File: src/rtl/irq_router_pkg.sv
package irq_router_pkg;

    localparam int VEC_W  = 8;
    localparam int DEST_W = 8;
    localparam int WORD_W = 32;

    localparam logic [2:0] DM_FIXED  = 3'b000;
    localparam logic [2:0] DM_LOWPRI = 3'b001;
    localparam logic [2:0] DM_EXTINT = 3'b111;

    typedef struct packed {
        logic [DEST_W-1:0] dest;
        logic              mask;
        logic              level;
        logic              act_low;
        logic              dst_logical;
        logic [2:0]        dmode;
        logic [VEC_W-1:0]  vector;
    } route_t;

    localparam route_t ROUTE_RESET = '{
        dest: '0, mask: 1'b1, level: 1'b0, act_low: 1'b0,
        dst_logical: 1'b0, dmode: DM_FIXED, vector: '0
    };

    function automatic logic [WORD_W-1:0] low_word(route_t r, logic pend, logic accepted);
        return {15'b0, r.mask, r.level, accepted, r.act_low, pend,
                r.dst_logical, r.dmode, r.vector};
    endfunction

    function automatic logic [WORD_W-1:0] high_word(route_t r);
        return {r.dest, 24'b0};
    endfunction

    function automatic route_t apply_low(route_t r, logic [WORD_W-1:0] w);
        route_t n;
        n             = r;
        n.vector      = w[7:0];
        n.dmode       = w[10:8];
        n.dst_logical = w[11];
        n.act_low     = w[13];
        n.level       = w[15];
        n.mask        = w[16];
        return n;
    endfunction

endpackage

File: src/rtl/irq_route_pin.sv
module irq_route_pin
    import irq_router_pkg::*;
(
    input  logic              clk,
    input  logic              rst,
    input  logic              pin_in,
    input  logic              wr_lo,
    input  logic              wr_hi,
    input  logic [WORD_W-1:0] wdata,
    input  logic              accept,
    input  logic              eoi_valid,
    input  logic [VEC_W-1:0]  eoi_vector,
    output route_t            route_o,
    output logic              pend_o,
    output logic              accepted_o
);

    route_t r, r_n;
    logic   active, prev_active;
    logic   pend, accepted;

    always_comb begin
        r_n = r;
        if (wr_lo) r_n = apply_low(r, wdata);
        if (wr_hi) r_n.dest = wdata[31:24];
    end

    assign active = pin_in ^ r.act_low;

    always_ff @(posedge clk) begin
        if (rst) begin
            r           <= ROUTE_RESET;
            prev_active <= 1'b0;
            pend        <= 1'b0;
            accepted    <= 1'b0;
        end else begin
            r           <= r_n;
            prev_active <= active;

            if (!r_n.level)
                accepted <= 1'b0;
            else if (accept && r.level)
                accepted <= 1'b1;
            else if (eoi_valid && eoi_vector == r.vector)
                accepted <= 1'b0;

            if (r_n.mask)
                pend <= 1'b0;
            else if (!r.level) begin
                if (active && !prev_active && !r.mask)
                    pend <= 1'b1;
                else if (accept)
                    pend <= 1'b0;
            end else begin
                if (accept)
                    pend <= 1'b0;
                else
                    pend <= active && !accepted;
            end
        end
    end

    assign route_o    = r;
    assign pend_o     = pend;
    assign accepted_o = accepted;

    assert_masked_idle_R4: assert property (@(posedge clk) disable iff (rst)
        r.mask |-> !pend);

    assert_flag_blocks_R7: assert property (@(posedge clk) disable iff (rst)
        (r.level && accepted) |-> !pend);

    assert_accept_sets_flag_R7: assert property (@(posedge clk) disable iff (rst)
        (accept && r.level && !wr_lo) |=> accepted);

endmodule

File: src/rtl/irq_route_pick.sv
module irq_route_pick #(
    parameter int N     = 24,
    localparam int IDX_W = (N > 1) ? $clog2(N) : 1
) (
    input  logic [N-1:0]     req,
    output logic [N-1:0]     grant,
    output logic [IDX_W-1:0] idx,
    output logic             any
);

    always_comb begin
        grant = '0;
        idx   = '0;
        for (int i = N - 1; i >= 0; i--) begin
            if (req[i]) begin
                grant = '0;
                grant[i] = 1'b1;
                idx = IDX_W'(i);
            end
        end
    end

    assign any = |req;

    always_comb begin
        assert_grant_single_R8: assert ($onehot0(grant));
        if (any) assert_grant_lowest_R8: assert ((req & (grant - 1'b1)) == '0 && (grant & req) != '0);
    end

endmodule

File: src/rtl/irq_router.sv
module irq_router
    import irq_router_pkg::*;
#(
    parameter int          NUM_PINS = 24,
    parameter logic [7:0]  WIN_BASE = 8'h10
) (
    input  logic                clk,
    input  logic                rst,
    input  logic [NUM_PINS-1:0] irq_in,
    input  logic                bus_we,
    input  logic                bus_addr,
    input  logic [31:0]         bus_wdata,
    output logic [31:0]         bus_rdata,
    output logic                msg_valid,
    input  logic                msg_ready,
    output logic [7:0]          msg_vector,
    output logic [7:0]          msg_dest,
    output logic [2:0]          msg_dmode,
    output logic                msg_dst_logical,
    output logic                msg_level,
    input  logic                eoi_valid,
    input  logic [7:0]          eoi_vector
);

    localparam int PIN_W  = (NUM_PINS > 1) ? $clog2(NUM_PINS) : 1;
    localparam int SPAN   = 2 * NUM_PINS;

    logic [7:0]          index_q;
    logic [7:0]          rel;
    logic                in_range, sel_hi;
    logic [PIN_W-1:0]    sel_pin;
    route_t              routes [NUM_PINS];
    logic [NUM_PINS-1:0] pend, accepted, grant, accept_vec;
    logic [PIN_W-1:0]    win_idx;
    logic                any_pend;

    always_ff @(posedge clk) begin
        if (rst)                      index_q <= '0;
        else if (bus_we && !bus_addr) index_q <= bus_wdata[7:0];
    end

    assign rel      = index_q - WIN_BASE;
    assign in_range = (index_q >= WIN_BASE) && (32'(rel) < SPAN);
    assign sel_hi   = rel[0];
    assign sel_pin  = rel[PIN_W:1];

    assign accept_vec = grant & {NUM_PINS{msg_valid && msg_ready}};

    for (genvar g = 0; g < NUM_PINS; g++) begin : g_pin
        logic hit;
        assign hit = bus_we && bus_addr && in_range && (32'(sel_pin) == g);
        irq_route_pin u_pin (
            .clk        (clk),
            .rst        (rst),
            .pin_in     (irq_in[g]),
            .wr_lo      (hit && !sel_hi),
            .wr_hi      (hit && sel_hi),
            .wdata      (bus_wdata),
            .accept     (accept_vec[g]),
            .eoi_valid  (eoi_valid),
            .eoi_vector (eoi_vector),
            .route_o    (routes[g]),
            .pend_o     (pend[g]),
            .accepted_o (accepted[g])
        );
    end

    irq_route_pick #(.N(NUM_PINS)) u_pick (
        .req   (pend),
        .grant (grant),
        .idx   (win_idx),
        .any   (any_pend)
    );

    always_comb begin
        if (!bus_addr)
            bus_rdata = {24'b0, index_q};
        else if (!in_range)
            bus_rdata = '0;
        else if (sel_hi)
            bus_rdata = high_word(routes[sel_pin]);
        else
            bus_rdata = low_word(routes[sel_pin], pend[sel_pin], accepted[sel_pin]);
    end

    assign msg_valid       = any_pend;
    assign msg_vector      = routes[win_idx].vector;
    assign msg_dest        = routes[win_idx].dest;
    assign msg_dmode       = routes[win_idx].dmode;
    assign msg_dst_logical = routes[win_idx].dst_logical;
    assign msg_level       = routes[win_idx].level;

    assert_accept_retires_R8: assert property (@(posedge clk) disable iff (rst)
        (msg_valid && msg_ready && !msg_level) |=> !pend[$past(win_idx)] || $past(irq_in[win_idx]) != 1'b0 || 1'b1 == routes[$past(win_idx)].act_low);

    assert_valid_unmasked_R4: assert property (@(posedge clk) disable iff (rst)
        msg_valid |-> !routes[win_idx].mask);

endmodule

File: config.mk
export PLATFORM = sky130hd
export DESIGN_NAME = irq_router
export DESIGN_NICKNAME = d
export VERILOG_FILES = /design/src/rtl/irq_router_pkg.sv /design/src/rtl/irq_route_pin.sv /design/src/rtl/irq_route_pick.sv /design/src/rtl/irq_router.sv
export SDC_FILE = /design/constraint.sdc
export NUM_CORES = 2
export LEC_CHECK = 0
export BUFFER_PORTS_ARGS = -buffer_cell sky130_fd_sc_hd__buf_2
export CAP_MARGIN = 30
export CORE_ASPECT_RATIO = 1.25
export CORE_MARGIN = 2
export CORE_UTILIZATION = 40
export CTS_CLUSTER_DIAMETER = 120
export DETAILED_ROUTE_END_ITERATION = 8
export PLACE_DENSITY_LB_ADDON = 0.08
export SYNTH_ARGS = -nofsm -noshare
export SYNTH_HDL_FRONTEND = slang
export SYNTH_SLANG_ARGS = --single-unit
export TNS_END_PERCENT = 5
File: constraint.sdc
create_clock -name clk -period 5.1 [get_ports clk]
set_clock_uncertainty 0.2 [all_clocks]
set_input_delay 0.51 -clock clk [delete_from_list [all_inputs] [get_ports clk]]
set_output_delay 0.51 -clock clk [all_outputs]
set_load 0.03 [all_outputs]
==> results by group <==
GRT
  • First-pass GRT wire length: 213 mm
  • Largest net degree at the start of global routing: ~180
  • Gr ovfl total: 0
  • Initial antenna violation count: 17
  • Gr usage total: 0.316
  • Vias in the first global route: 30100

Timing
  • Max frequency: between 150 and 200 MHz
  • Slew HR: 0.292
  • Final hold violation count: 0
  • Final period util: 0.981
  • RSZ-0062 raised after global routing: yes
  • Slew Viols, Final: 0
  • WHS: 49.2 ps
  • Tmin final: between 5000 and 6000 ps
  • Final setup fails: 0
  • Worst Tran Pin Value: approximately 1100 ps

Yosys
  • Top area cells in the synthesized netlist: dfxtp_1 (36%), mux4_2 (11%), mux2i_1 (9.9%)
  • Sequential area share after synthesis: 0.360
  • Post-synthesis cell area: about 0.035 mm2
  • Number of enable flip-flop cells after synthesis: 0
  • Asr flop ratio synth: 0
  • Synth Flop Type: dfxtp_1
  • Synthesis Warnings: 0
  • Netlist cell types: 77
  • Share of the synthesized area in the top cell type: 0.360
  • Synthesized flop and latch total: 632
  • Syn_area_per_cell: around 8.4 um2
  • Dominant cell type by area after synthesis: dfxtp_1
  • Cells after Synth: between 4000 and 5000

CTS
  • Reg clk slew, reported paths: around 60 ps
  • Clk root buf: clkbuf_16
  • Post-CTS Setup Inserts: 0
  • Total CTS buffers: between 70 and 80
  • Clock Latency Late Sink: around 650 ps
  • CTS tree: built
  • CTS sink cnt: 632
  • Clock tree buffer depth: 3
  • H-tree lvl count: 3

Flow run
  • Max-cap violation count: 0

Route
  • Drt pass-1 iters: 5
  • Final WL: 145 mm
  • WL per Instance: roughly 27 um
  • DR vias: 32200
  • Vias per std cell: about 6.0
  • Routed Antenna Nets: 0
  • Post-route DRC: 0
  • Initial drt markers: roughly 3800

Place
  • Port buffer count: between 100 and 150
  • Routability cong.: between 0.9 and 1
  • DP HPWL: ~100 mm

Critical path
  • Top fanout value on the critical path: 54
  • CP Launch Type: register
  • Arr. time, crit path: roughly 4300 ps
  • Buf/Inv on CP: 2
  • Crit-path leading delay family: compound AO/OA/AOI/OAI gates
  • Setup CP Type: register to output pin
  • Worst EP required: about 4400 ps
  • CP max stage delay: roughly 690 ps
  • CP Capture Type: output pin
  • Cell Chain, Critical Path: nor2_1, o31ai_2, or2_4, buf_12, mux4_2, a211oi_1, nor4_1, buf_2
  • Crit-path slowest cell: a211oi_1

Hold path
  • Hold crit path type: primary input to register

Floorplanning
  • Row count: roughly 120
  • I/O Pins: around 120
  • Die X: 269 um
  • Starting Density: 0.404
  • Die footprint: about 0.09 mm2
  • Core ar.: between 0.08 and 0.09 mm2
  • Die H: between 300 and 400 um

Layout
  • Most frequent cells in the layout: nand2_1 (865), dfxtp_1 (628), a21oi_1 (428), mux2i_1 (348), nor2_1 (308)
  • Area grow syn2layout: 13.0%
  • Nets: between 4000 and 5000
  • Most common cell after layout, fill and taps aside: nand2_1
  • Share of layout cells above drive strength 1: 0.143

Status
  • Status: complete, no violations

Power and ir drop
  • Lkg Pwr: approximately 14 nW
  • Peak supply drop: roughly 0.00019 V
  • Pwr Density: roughly 280 mW/mm2
  • Overall Power: 11.1 mW
-- cell type report --
type / count / area [um2]
Clock inverter: 17 / 229
Tap cell: 1168 / 1460
Sequential cell: 632 / 12700
Inverter: 17 / 65.1
Multi-Input combinational cell: 3142 / 21000
Timing Repair Buffer: 267 / 2060
Antenna cell: 10 / 25.0
Clock buffer: 111 / 2230
Fill cell: 8726 / 47400
-- power by group --
part / switching, mW / internal, mW
sequential: 0.0191 / 4.95
clock: 2.27 / 3.26
combinational: 0.457 / 0.166
-- kinds of logic after synthesis --
group           Yosys count  share of synthesized area
fa+ha+maj                 2                   0.000711
xor+xnor                216                     0.0538
other cells               1                   0.000107
compound gates          687                      0.115
simple gates           1705                      0.211
buf+inv                 407                     0.0477
mux                     524                      0.212
flops                   632                      0.360
-- timing repair --
item                                    4_1_cts  5_1_grt
gates cloned                                  1        0
pin swaps                                     0        0
endpoints found under the setup margin        2        8
gates resized for setup                       3        3
hold buffers                                 23        0
endpoints found under the hold margin        23        0
-- sequential cells by signal (all words and copies together), names as in the netlist --
name	cells
g_pin.u_pin.prev_active	24
g_pin.u_pin.accepted_o	24
g_pin.u_pin.pend_o	24
index_q	8
g_pin.u_pin.route_o	552
-- synth_stat cells (all sizes together) (5+ instances only) --
cell    instances
nand2         865
xnor2          48
a211oi          8
and3           25
xor2          168
a32oi           7
nor3           75
nor4           53
nand3         285
a22oi          55
a221oi          9
inv            16
nand4          27
a31oi          10
o21ai          51
o211ai         29
or3             8
dfxtp         632
a21oi         429
o41ai          11
a311oi          8
o32ai           6
clkbuf        275
and2            7
mux4          176
or4             5
buf           115
mux2i         348
nor2b           8
o22ai          35
nor2          331
-- worst register-to-register path, cell delays in order (launching register included) --
cell and delay, ps:
dfxtp_2 440, inv_2 60, ha_1 210, or2_1 240
o21ai_1 130, a21oi_1 100, nand4bb_1 600, nor2_4 540
buf_4 650, nand2_1 520, nand2_1 180, a21oi_1 70
-- layer usage --
layer  part of all wire  global-route usage  vias to the layer above
met5            0.00073                   0                        -
met4              0.044               0.135                       16
met3              0.089              0.0584                      247
met2               0.43               0.469                     1532
met1               0.44               0.447                    15800
li1                   -                   -                    14600
-- final timing paths --
kind | from | to | slack (ps) | cells past startpoint
max | g_pin[5].u_pin.pend_o | msg_dest[6] | 100 | 8
min reg2reg | g_pin[23].u_pin.route_o[16] | g_pin[23].u_pin.route_o[16] | 270 | 2
max reg2reg | index_q[4] | g_pin[20].u_pin.route_o[19] | 990 | 11
min | irq_in[1] | g_pin[1].u_pin.prev_active | 50 | 3
-- stage by stage --
stage                     area, um2  setup TNS, ps  instances   util  setup WS, ps
after global placement        37000              0       5199  0.424           618
after CTS                     39700              0       5354  0.456          62.8
after floorplan               35200              0       4180      -          1410
after detailed placement      37000              0       5202  0.425           661
final                         39800              0       5364  0.456          98.4
after global routing          39800          -21.4       5360  0.456         -21.4
(Power assumes the default switching activity.)
